File: src/rtl/rdhs_pkg.sv
package rdhs_pkg;

    typedef enum logic [2:0] {
        D_IDLE,
        D_ADDR,
        D_WAIT,
        D_ACK,
        D_SETTLE
    } dev_state_t;

    typedef enum logic [2:0] {
        M_IDLE,
        M_ACK,
        M_DROP,
        M_HOLD,
        M_FREE
    } mem_state_t;

    localparam int ROM_MUL = 29;
    localparam int ROM_ADD = 7;

endpackage

File: src/rtl/rdhs_sync.sv
module rdhs_sync #(
    parameter int WIDTH  = 2,
    parameter int STAGES = 2
) (
    input  logic             clk,
    input  logic             rst_n,
    input  logic [WIDTH-1:0] din,
    output logic [WIDTH-1:0] dout
);
    logic [WIDTH-1:0] chain_q [STAGES];

    always_ff @(posedge clk) begin
        if (!rst_n) begin
            for (int i = 0; i < STAGES; i++) chain_q[i] <= '0;
        end else begin
            chain_q[0] <= din;
            for (int i = 1; i < STAGES; i++) chain_q[i] <= chain_q[i-1];
        end
    end

    assign dout = chain_q[STAGES-1];
endmodule

File: src/rtl/rdhs_dev_fsm.sv
module rdhs_dev_fsm
    import rdhs_pkg::*;
#(
    parameter int W = 8
) (
    input  logic         clk,
    input  logic         rst_n,
    input  logic         req_valid,
    input  logic [W-1:0] req_addr,
    input  logic         ack_s,
    input  logic         rdy_s,
    input  logic [W-1:0] bus_in,
    output logic         readreq,
    output logic         ack_o,
    output logic         oe,
    output logic [W-1:0] bus_out,
    output logic         busy,
    output logic         done,
    output logic [W-1:0] rd_data
);
    dev_state_t   state_q, state_d;
    logic [W-1:0] addr_q, data_q;
    logic         done_q;

    always_ff @(posedge clk) begin
        if (!rst_n) state_q <= D_IDLE;
        else        state_q <= state_d;
    end

    always_comb begin
        state_d = state_q;
        unique case (state_q)
            D_IDLE:   if (req_valid) state_d = D_ADDR;
            D_ADDR:   if (ack_s)     state_d = D_WAIT;
            D_WAIT:   if (rdy_s)     state_d = D_ACK;
            D_ACK:    if (!rdy_s)    state_d = D_SETTLE;
            D_SETTLE: if (!ack_s)    state_d = D_IDLE;
            default:                 state_d = D_IDLE;
        endcase
    end

    always_comb begin
        readreq = 1'b0;
        oe      = 1'b0;
        ack_o   = 1'b0;
        unique case (state_q)
            D_ADDR: begin readreq = 1'b1; oe = 1'b1; end
            D_ACK:  ack_o = 1'b1;
            default: ;
        endcase
    end

    always_ff @(posedge clk) begin
        if (!rst_n) begin
            addr_q <= '0;
            data_q <= '0;
            done_q <= 1'b0;
        end else begin
            done_q <= (state_q == D_SETTLE) && !ack_s;
            if (state_q == D_IDLE && req_valid) addr_q <= req_addr;
            if (state_q == D_WAIT && rdy_s)     data_q <= bus_in;
        end
    end

    assign bus_out = addr_q;
    assign busy    = (state_q != D_IDLE);
    assign done    = done_q;
    assign rd_data = data_q;
endmodule

File: src/rtl/rdhs_mem_fsm.sv
module rdhs_mem_fsm
    import rdhs_pkg::*;
#(
    parameter int W     = 8,
    parameter int DEPTH = 16
) (
    input  logic         clk,
    input  logic         rst_n,
    input  logic         rr_s,
    input  logic         ack_s,
    input  logic [W-1:0] bus_in,
    output logic         ack_o,
    output logic         datardy,
    output logic         oe,
    output logic [W-1:0] bus_out
);
    localparam int IW = (DEPTH > 1) ? $clog2(DEPTH) : 1;

    mem_state_t   state_q, state_d;
    logic [W-1:0] addr_q;
    logic [W-1:0] rom [DEPTH];

    for (genvar g = 0; g < DEPTH; g++) begin : g_rom
        assign rom[g] = W'(g * ROM_MUL + ROM_ADD);
    end

    always_ff @(posedge clk) begin
        if (!rst_n) state_q <= M_IDLE;
        else        state_q <= state_d;
    end

    always_comb begin
        state_d = state_q;
        unique case (state_q)
            M_IDLE: if (rr_s)   state_d = M_ACK;
            M_ACK:  if (!rr_s)  state_d = M_DROP;
            M_DROP: if (!ack_s) state_d = M_HOLD;
            M_HOLD: if (ack_s)  state_d = M_FREE;
            M_FREE: if (!ack_s) state_d = M_IDLE;
            default:            state_d = M_IDLE;
        endcase
    end

    always_comb begin
        ack_o   = 1'b0;
        datardy = 1'b0;
        oe      = 1'b0;
        unique case (state_q)
            M_ACK:          ack_o = 1'b1;
            M_DROP, M_HOLD: begin datardy = 1'b1; oe = 1'b1; end
            default: ;
        endcase
    end

    always_ff @(posedge clk) begin
        if (!rst_n)                        addr_q <= '0;
        else if (state_q == M_IDLE && rr_s) addr_q <= bus_in;
    end

    assign bus_out = rom[IW'(32'(addr_q) % DEPTH)];
endmodule

File: src/rtl/rdhs_link.sv
module rdhs_link #(
    parameter int W     = 8,
    parameter int DEPTH = 16,
    parameter int SYNC  = 2
) (
    input  logic         clk,
    input  logic         rst_n,
    input  logic         req_valid,
    input  logic [W-1:0] req_addr,
    output logic         busy,
    output logic         done,
    output logic [W-1:0] rd_data,
    output logic         hs_readreq,
    output logic         hs_ack,
    output logic         hs_datardy,
    output logic [W-1:0] hs_bus
);
    logic         dev_rr, dev_ack, dev_oe;
    logic         mem_ack, mem_dr, mem_oe;
    logic [W-1:0] dev_bus, mem_bus;
    logic         d_ack_s, d_rdy_s, m_rr_s, m_ack_s;

    assign hs_readreq = dev_rr;
    assign hs_ack     = dev_ack | mem_ack;
    assign hs_datardy = mem_dr;
    assign hs_bus     = (dev_oe ? dev_bus : '0) | (mem_oe ? mem_bus : '0);

    rdhs_sync #(.WIDTH(2), .STAGES(SYNC)) u_dev_sync (
        .clk(clk), .rst_n(rst_n),
        .din({hs_ack, hs_datardy}), .dout({d_ack_s, d_rdy_s})
    );

    rdhs_sync #(.WIDTH(2), .STAGES(SYNC)) u_mem_sync (
        .clk(clk), .rst_n(rst_n),
        .din({hs_readreq, hs_ack}), .dout({m_rr_s, m_ack_s})
    );

    rdhs_dev_fsm #(.W(W)) u_dev (
        .clk(clk), .rst_n(rst_n),
        .req_valid(req_valid), .req_addr(req_addr),
        .ack_s(d_ack_s), .rdy_s(d_rdy_s), .bus_in(hs_bus),
        .readreq(dev_rr), .ack_o(dev_ack), .oe(dev_oe), .bus_out(dev_bus),
        .busy(busy), .done(done), .rd_data(rd_data)
    );

    rdhs_mem_fsm #(.W(W), .DEPTH(DEPTH)) u_mem (
        .clk(clk), .rst_n(rst_n),
        .rr_s(m_rr_s), .ack_s(m_ack_s), .bus_in(hs_bus),
        .ack_o(mem_ack), .datardy(mem_dr), .oe(mem_oe), .bus_out(mem_bus)
    );
endmodule

File: config.mk
export PLATFORM = sky130hd
export DESIGN_NAME = rdhs_link
export DESIGN_NICKNAME = d
export VERILOG_FILES = /design/src/rtl/rdhs_pkg.sv /design/src/rtl/rdhs_sync.sv /design/src/rtl/rdhs_dev_fsm.sv /design/src/rtl/rdhs_mem_fsm.sv /design/src/rtl/rdhs_link.sv
export SDC_FILE = /design/constraint.sdc
export NUM_CORES = 1
export LEC_CHECK = 0
export BUFFER_PORTS_ARGS = -buffer_cell sky130_fd_sc_hd__buf_2
export CORE_MARGIN = 1.5
export CORE_UTILIZATION = 53
export DETAILED_ROUTE_END_ITERATION = 10
export PLACE_DENSITY = 0.8
export SYNTH_ARGS = -nofsm -noshare
export SYNTH_HDL_FRONTEND = slang
export SYNTH_SLANG_ARGS = --single-unit
File: constraint.sdc
create_clock -name clk -period 3.5 [get_ports clk]
set_clock_uncertainty 0.05 [all_clocks]
set_input_delay 0.35 -clock clk [delete_from_list [all_inputs] [get_ports clk]]
set_output_delay 0.35 -clock clk [all_outputs]
set_load 0.02 [all_outputs]
# Word-level counts from Yosys, hierarchy flattened
# Memory sizes are Yosys's and may differ from the RTL's.
# Cells that the tools add are included.
# totals
mem_count	3
out_inout_bits	21
wordCells	72
in_bits	11
reg_bits	27
romBits	128
ram_bits	8
# memory_table
name	depth	width	rd	rd_clocked_by_memory_dff	write_ports	line_no	source
(name not given)	16	8	1	0	0	rdhs_mem_fsm.sv:60	assign bus_out = rom[IW'(32'(addr_q) % DEPTH)];
u_dev_sync.chain_q	2	2	2	0	2	rdhs_sync.sv:10	logic [WIDTH-1:0] chain_q [STAGES];
u_mem_sync.chain_q	2	2	2	0	2	rdhs_sync.sv:10	
# classes
order_cmp	1
n_mux	26
bitwise_logic	7
n_reduce_logical	11
eq_ne	18
# op_table
operator	n
$mux 8	4
$mux 3	10
$pmux 3 s5	2
$ne 2x2->1 const B	10
$eq 3x2->1 const B	4
$reduce_and 5->1	2
$mux 2	4
$or 8x8->8	1
$eq 3x1->1 const B	2
$eq 3x3->1 const B	2
$logic_not 3->1	2
$mux 1	6
$ge 5x5->1 const B	1
$not 4->5	1
$or 1x1->1	5
$logic_and 1x1->1	4
$reduce_bool 3->1	1
$reduce_or 2->1	1
$logic_not 1->1	1

# Logic depth before layout (Yosys ltp)
# Gate-level depths: netlist of the first run.
# logic_depth
ltp_word	6
mapped_depth	6
depth_no_buf	6

# Hierarchy
# Synthesis of the first run repeated with hierarchy kept, for this count alone.
# unflattened
cells_unflattened	195
hier_area_um2	1745.4
# by_module_without_submodules
module	instances	cells_each	area_per_inst_um2
rdhs_dev_fsm	1	91	850.8
rdhs_mem_fsm	1	73	555.5
rdhs_sync	2	10	120.1
rdhs_link	1	11	98.8

# Worst setup path before layout of the first run
# No wires, ideal clock.
# synth_path
kind	register to output
from	reg u_mem.addr_q[0]
to	out hs_bus[5]
n_path_buf	0
path_stages_with_launch	5
setup_slack_ns	1.496
arrival_ns	1.604
cell_sequence	dfxtp_1 -> inv_1 -> ha_1 -> a31o_2 -> o21ai_0
# synth_via
elab_chain_cells	6
# synth_lines
element	line_no	source
from (decl)	rdhs_mem_fsm.sv:20	logic [W-1:0] addr_q;
from (signal assigned)	rdhs_mem_fsm.sv:57	else if (state_q == M_IDLE && rr_s) addr_q <= bus_in;
$not 4->5 (implied by the code)	rdhs_mem_fsm.sv:60	
$mem_v2 16x8	n/a	
$mux 8 (implied by the code) (2 in a row)	rdhs_mem_fsm.sv:60	
$mux 8	rdhs_link.sv:26	assign hs_bus = (dev_oe ? dev_bus : '0) | (mem_oe ? mem_bus : '0);
$or 8x8->8	rdhs_link.sv:26	
to (decl)	rdhs_link.sv:16	output logic [W-1:0] hs_bus
# Every way passes these cells. The select of a mux whose other input is x is not followed.

# Worst setup path after layout of the first run
# layout_path
from	reg u_mem.addr_q[1]
to	out hs_bus[5]
# Same word-level chain as after synthesis.

==> flow_summary.toml, run 1 <==
[status]
status = "complete, no violations"

[detailed_routing]
dr_total_vias = 1378
wirelength_um = 3360
drc = 0
dr.pass1.iters = 4
first_iter_violations = 67
ant_nets = 0
wl_per_cell_um = 13.4
avgViaCountPerCell = 5.49

[sta]
worst_pin_slew_ns = 0.719
max_freq_mhz = 415
whs_ns = 0.190
min_period_over_period = 0.689
relSlewSlack = 0.521
finalHoldViolCount = 0
rsz0062_at_grt = "no"
slew_violations = 0
fin_crit_ns = 2.41
finalSetupViolations = 0
fin_tns_setup_ns = 0

[worst_setup_path]
cp-end-kind = "primary output"
worstSetupStartpoint = "u_mem.addr_q[1]$_SDFFE_PN0P_"
start_kind = "register"
r2r_start = "u_dev.state_q[1]$_SDFFE_PN0P_"
cp_max_fo = 8
worstSetupPathType = "reg2out"
required_ns = 3.10
arrival_ns = 2.01

[worst_hold_path]
hold_path.class = "in2reg"
holdCritStartpoint = "req_addr[0]"

[synth]
synth_cell_types = 43
synth_edf_count = 0
async_reset_ff_frac = 0
ys_seq_area_frac = 0.403
syn_area_per_cell_um2 = 8.67
synth_area_um2 = 1640
ys_ff_latch = 33
ys.flop_type = "dfxtp_1"
yosys_warnings = 0
synth_cells = 189
synth_fp_nets = 207

[floorplan]
start_util = 0.574
die_area_um2 = 3430
die_h_um = 58.6
std_cell_rows = 19
boundaryPins = 32
die_w_um = 58.6
core_um2 = 2850

[cells_and_area]
synthToLayoutAreaGrowth_pct = 11.1
final_nets = 237
most-common-layout-cells = "nand2_1, dfxtp_1, buf_2, a21oi_1, o21ai_0"
drive_above_1_share = 0.245
utilization = 0.638
layout.cells.non_filler = 251
fill_cells = 255
num_antenna_cells = 0

[power_and_ir_drop]
power_density_nw_per_um2 = 385
power_uw = 701
power_leakage_nw = 0.808
irDropWorstVdd_uv = 240

[clock_tree]
cts_setup_buffers = 0
root_buffer = "clkbuf_4"
htreeDepth = 2
clock-sinks = 33
cts-resized-gates = 0
cts_tree = "built"
cts_hold_buf = 0
cts_buffers = 5
cts_max_path_buffers = 2
path_clk_slew_ns = 0.11
clock_latency_ns = 0.34

[place]
routabilityCongestion = 0.851
dp_hpwl_um = 2370
place_inst = 243
io_buffers = 31

[global_routing]
grt_start_max_net_pins = 35
overflow = 0
grt_pass1_wl_um = 5640
grt_pass1_vias = 1290
antenna_found_initial = 0
grt_use_total = 0.220

[run]
cap_violations = 0
cell families after synthesis:
family | count (synthesis) | synth area share
AND/OR/NAND/NOR | 73 | 0.237
AO/OA/AOI/OAI | 56 | 0.231
flip-flops | 33 | 0.403
buffers and inverters | 19 | 0.0687
adder cells (fa/ha/maj) | 7 | 0.0535
multiplexers | 1 | 0.00611
report_power, final:
part	leakage [nW]	internal, mW	switching [mW]
combinational	0.509	0.0336	0.0521
sequential	0.268	0.387	0.0142
clock	0.0310	0.0756	0.138
synthesized netlist by cell type (3+ instances only):
master    count  area share
dfxtp_1      33        0.40
nand2_1      33       0.076
a21oi_1      14       0.043
o21ai_0      14       0.043
nand2b_1     10       0.038
inv_1         9       0.021
a21boi_0      8       0.037
and2_1        8       0.031
nor2_1        8       0.018
ha_1          7       0.053
a21oi_2       4       0.021
o21ai_2       3       0.016
path summary, 6_finish.rpt:
| path | to | slack, ns | cells past startpoint |
|---|---|---|---|
| worst max-delay path | hs_bus[5] | 1.09 | 6 |
| worst min-delay path | u_dev.bus_out[0]$_SDFFE_PN0P_ | 0.19 | 3 |
| worst max register to register | u_dev.rd_data[5]$_SDFFE_PN0P_ | 1.73 | 4 |
| worst min register to register | u_mem_sync.chain_q[0][3]$_SDFF_PN0_ | 0.40 | 1 |
registers in the layout, indices dropped and copies added, names as in the netlist:
register and cells:
u_dev.rd_data 8, u_dev_sync.chain_q 3, u_mem_sync.chain_q 3, u_dev.state_q 3, u_mem.addr_q 4, u_dev.bus_out 8
u_mem.state_q 3, u_dev.done 1
metal layers:
metal / global-route usage / part of all wire / vias up
met5: 0 / 0 / -
met4: 0.107 / 0.018 / 0
met3: 0.0615 / 0.045 / 7
met2: 0.353 / 0.46 / 40
met1: 0.271 / 0.48 / 633
li1: - / - / 698
through the flow:
stage	cell area, µm²	setup WS, ns
after floorplan	1640	1.50
after global placement	1760	1.53
after detailed placement	1760	1.48
after CTS	1820	1.08
after global routing	1820	0.862
final	1820	1.09
area by class of cell:
type | instances | area, µm² | area share
inverters | 10 | 37.5 | 0.0206
clock inverters | 3 | 17.5 | 0.00963
clock buffers | 5 | 37.5 | 0.0206
multi-input cells | 137 | 865 | 0.475
well taps | 31 | 38.8 | 0.0213
flip-flops and latches | 33 | 661 | 0.363
repair buffers | 32 | 163 | 0.0894
critical path, cell delays in order (launching register included):
cell and delay [ns]:
dfxtp_1 0.49, inv_1 0.14, ha_1 0.24, nor4b_1 0.35
a31o_2 0.19, o21ai_0 0.08, buf_2 0.17
(Power assumes the default switching activity.)
==> run 2: changes to the inputs <==
==> constraint.sdc (replaced) <==
create_clock -name clk -period 2.3 [get_ports clk]
set_clock_uncertainty 0.05 [all_clocks]
set_input_delay 0.23 -clock clk [delete_from_list [all_inputs] [get_ports clk]]
set_output_delay 0.23 -clock clk [all_outputs]
set_load 0.02 [all_outputs]
==> run 2 against run 1 <==
  * Sequential power up 52%
  * Clock-buffer cell count up 2
  * Critical path depth stayed put
  * Clock power is 110% higher
  * Global-route usage is 1.1 points higher
  * Worst hold slack got worse by 0.10 ns
  * Design area increased by 2.5%
  * Routed wire length grew 2.7%
  * Die area unchanged
  * Core utilization is 1.6 points higher
==> flow_summary.toml, run 2 (same netlist as run 1, synthesis figures left out) <==
[power_and_ir_drop]
irDropWorstVdd_uv = 561
power_density_nw_per_um2 = 645
seqPwrFrac = 0.509
power.share.clock = 0.382
power_switching_uw = 302
power_leakage_nw = 0.829
combPwrFrac = 0.109
p_int_uw = 901
switching_share = 0.251

[detailed_routing]
avgViaCountPerCell = 5.45
wirelength_um = 3450
dr.pass1.iters = 4
ant_nets = 0
wl_per_cell_um = 13.7
dr_total_vias = 1373
drc = 0
first_iter_violations = 48

[floorplan]
start_util = 0.574
boundaryPins = 32
std_cell_rows = 19
die_area_um2 = 3430
die_w_um = 58.6
die_h_um = 58.6
core_um2 = 2850

[clock_tree]
cts_tree = "built"
root_buffer = "clkbuf_4"
cts_max_path_buffers = 2
cts_hold_buf = 0
cts-resized-gates = 1
htreeDepth = 2
cts_setup_buffers = 0
clock_latency_ns = 0.33
cts_buffers = 5
path_clk_slew_ns = 0.11
clock-sinks = 33

[global_routing]
antenna_found_initial = 0
grt_start_max_net_pins = 35
overflow = 0
grt_pass1_wl_um = 6040
grt_use_total = 0.230
grt_pass1_vias = 1326

[place]
place_ws_ns = 0.333
dpl_cell_area_um2 = 1770
dp_hpwl_um = 2390
routabilityCongestion = 0.826
io_buffers = 31

[status]
status = "complete, no violations"

[worst_setup_path]
worstSetupPathType = "reg2out"
max_stage_delay_ns = 0.41
crit_chain = "inv_1 -> ha_1 -> nor4b_2 -> a31o_2 -> o21ai_0 -> buf_2"
required_ns = 2.02
critPathTopFamily = "flip-flops"
start_kind = "register"
critPathSlowestCell = "dfxtp_2"
cp-end-kind = "primary output"
cp_max_fo = 7
arrival_ns = 1.92
critPathBufInv = 2

[cells_and_area]
most-common-layout-cells = "nand2_1, buf_2, dfxtp_1, a21oi_1, o21ai_0"
final_common_cell = "nand2_1"
drive_above_1_share = 0.258
final_nets = 238
final_area_um2 = 1870
synthToLayoutAreaGrowth_pct = 13.9
num_antenna_cells = 0

[worst_hold_path]
hold_path.class = "in2reg"

[sta]
finalHoldViolCount = 0
fin_tns_setup_ns = 0
worst_pin_slew_ns = 0.562
rsz0062_at_grt = "no"
fin_crit_ns = 2.20
min_period_over_period = 0.958
relSlewSlack = 0.625
finalSetupViolations = 0
setup_slack_ns = 0.0974
slew_violations = 0
max_freq_mhz = 454

[run]
cap_violations = 0
[run 2: changes by cell type in the layout (fill, tap and decap cells not counted), sizes merged]
cell      previous run  this run
clkinv               2         0
clkbuf               5         7
buf                 32        33
clkinvlp             1         0
bufinv               0         1
[run 2: area by class of cell]
type	instances	area, µm²
clock inverter	1	30.0
fill	256	987
multi-input combinational	137	871
timing repair buffer	33	170
sequential	33	663
clock buffer	7	55.1
inverter	10	37.5
tap	31	38.8
[run 2: worst paths after layout]
check,startpoint,end,slack [ns],cells past startpoint
setup / recovery,u_mem.addr_q[0]$_SDFFE_PN0P_,hs_bus[5],0.1,6
hold / removal,req_addr[2],u_dev.bus_out[2]$_SDFFE_PN0P_,0.09,3
setup reg to reg,u_mem.addr_q[0]$_SDFFE_PN0P_,u_dev.rd_data[6]$_SDFFE_PN0P_,0.71,6
hold reg to reg,u_dev_sync.chain_q[0][1]$_SDFF_PN0_,u_mem_sync.chain_q[0][2]$_SDFF_PN0_,0.40,1
[run 2: per-layer routing]
metal	wire, µm	vias up	GRT usage
met5	0	-	0
met4	80	0	0.120
met3	168	7	0.0396
met2	1610	35	0.350
met1	1590	631	0.314
li1	-	700	-
[run 2: worst register-to-register path: cells and delay by family (launching register included)]
kind / cells / cell delay [ns]
fa+ha+maj: 1 / 0.35
compound gates: 3 / 0.50
flops: 1 / 0.41
buf+inv: 1 / 0.12
simple gates: 1 / 0.05
[run 2: power by group through the flow]
stage               combinational (mW)  sequential [mW]  clock (mW)
finish                           0.131            0.612       0.459
global route                     0.148            0.616       0.494
CTS                              0.131            0.611       0.465
detailed placement               0.130            0.624           0
global placement                 0.126            0.622           0
floorplan                        0.101            0.616           0
[run 2: stage by stage]
step	std cells	total power [mW]	hold slack (ns)	utilization
finish	252	1.20	0.0867	0.654
global route	252	1.26	0.0739	0.654
CTS	252	1.21	0.0777	0.653
detailed placement	244	0.754	0.370	0.621
global placement	244	0.748	0.367	0.621
floorplan	189	0.716	0.325	-
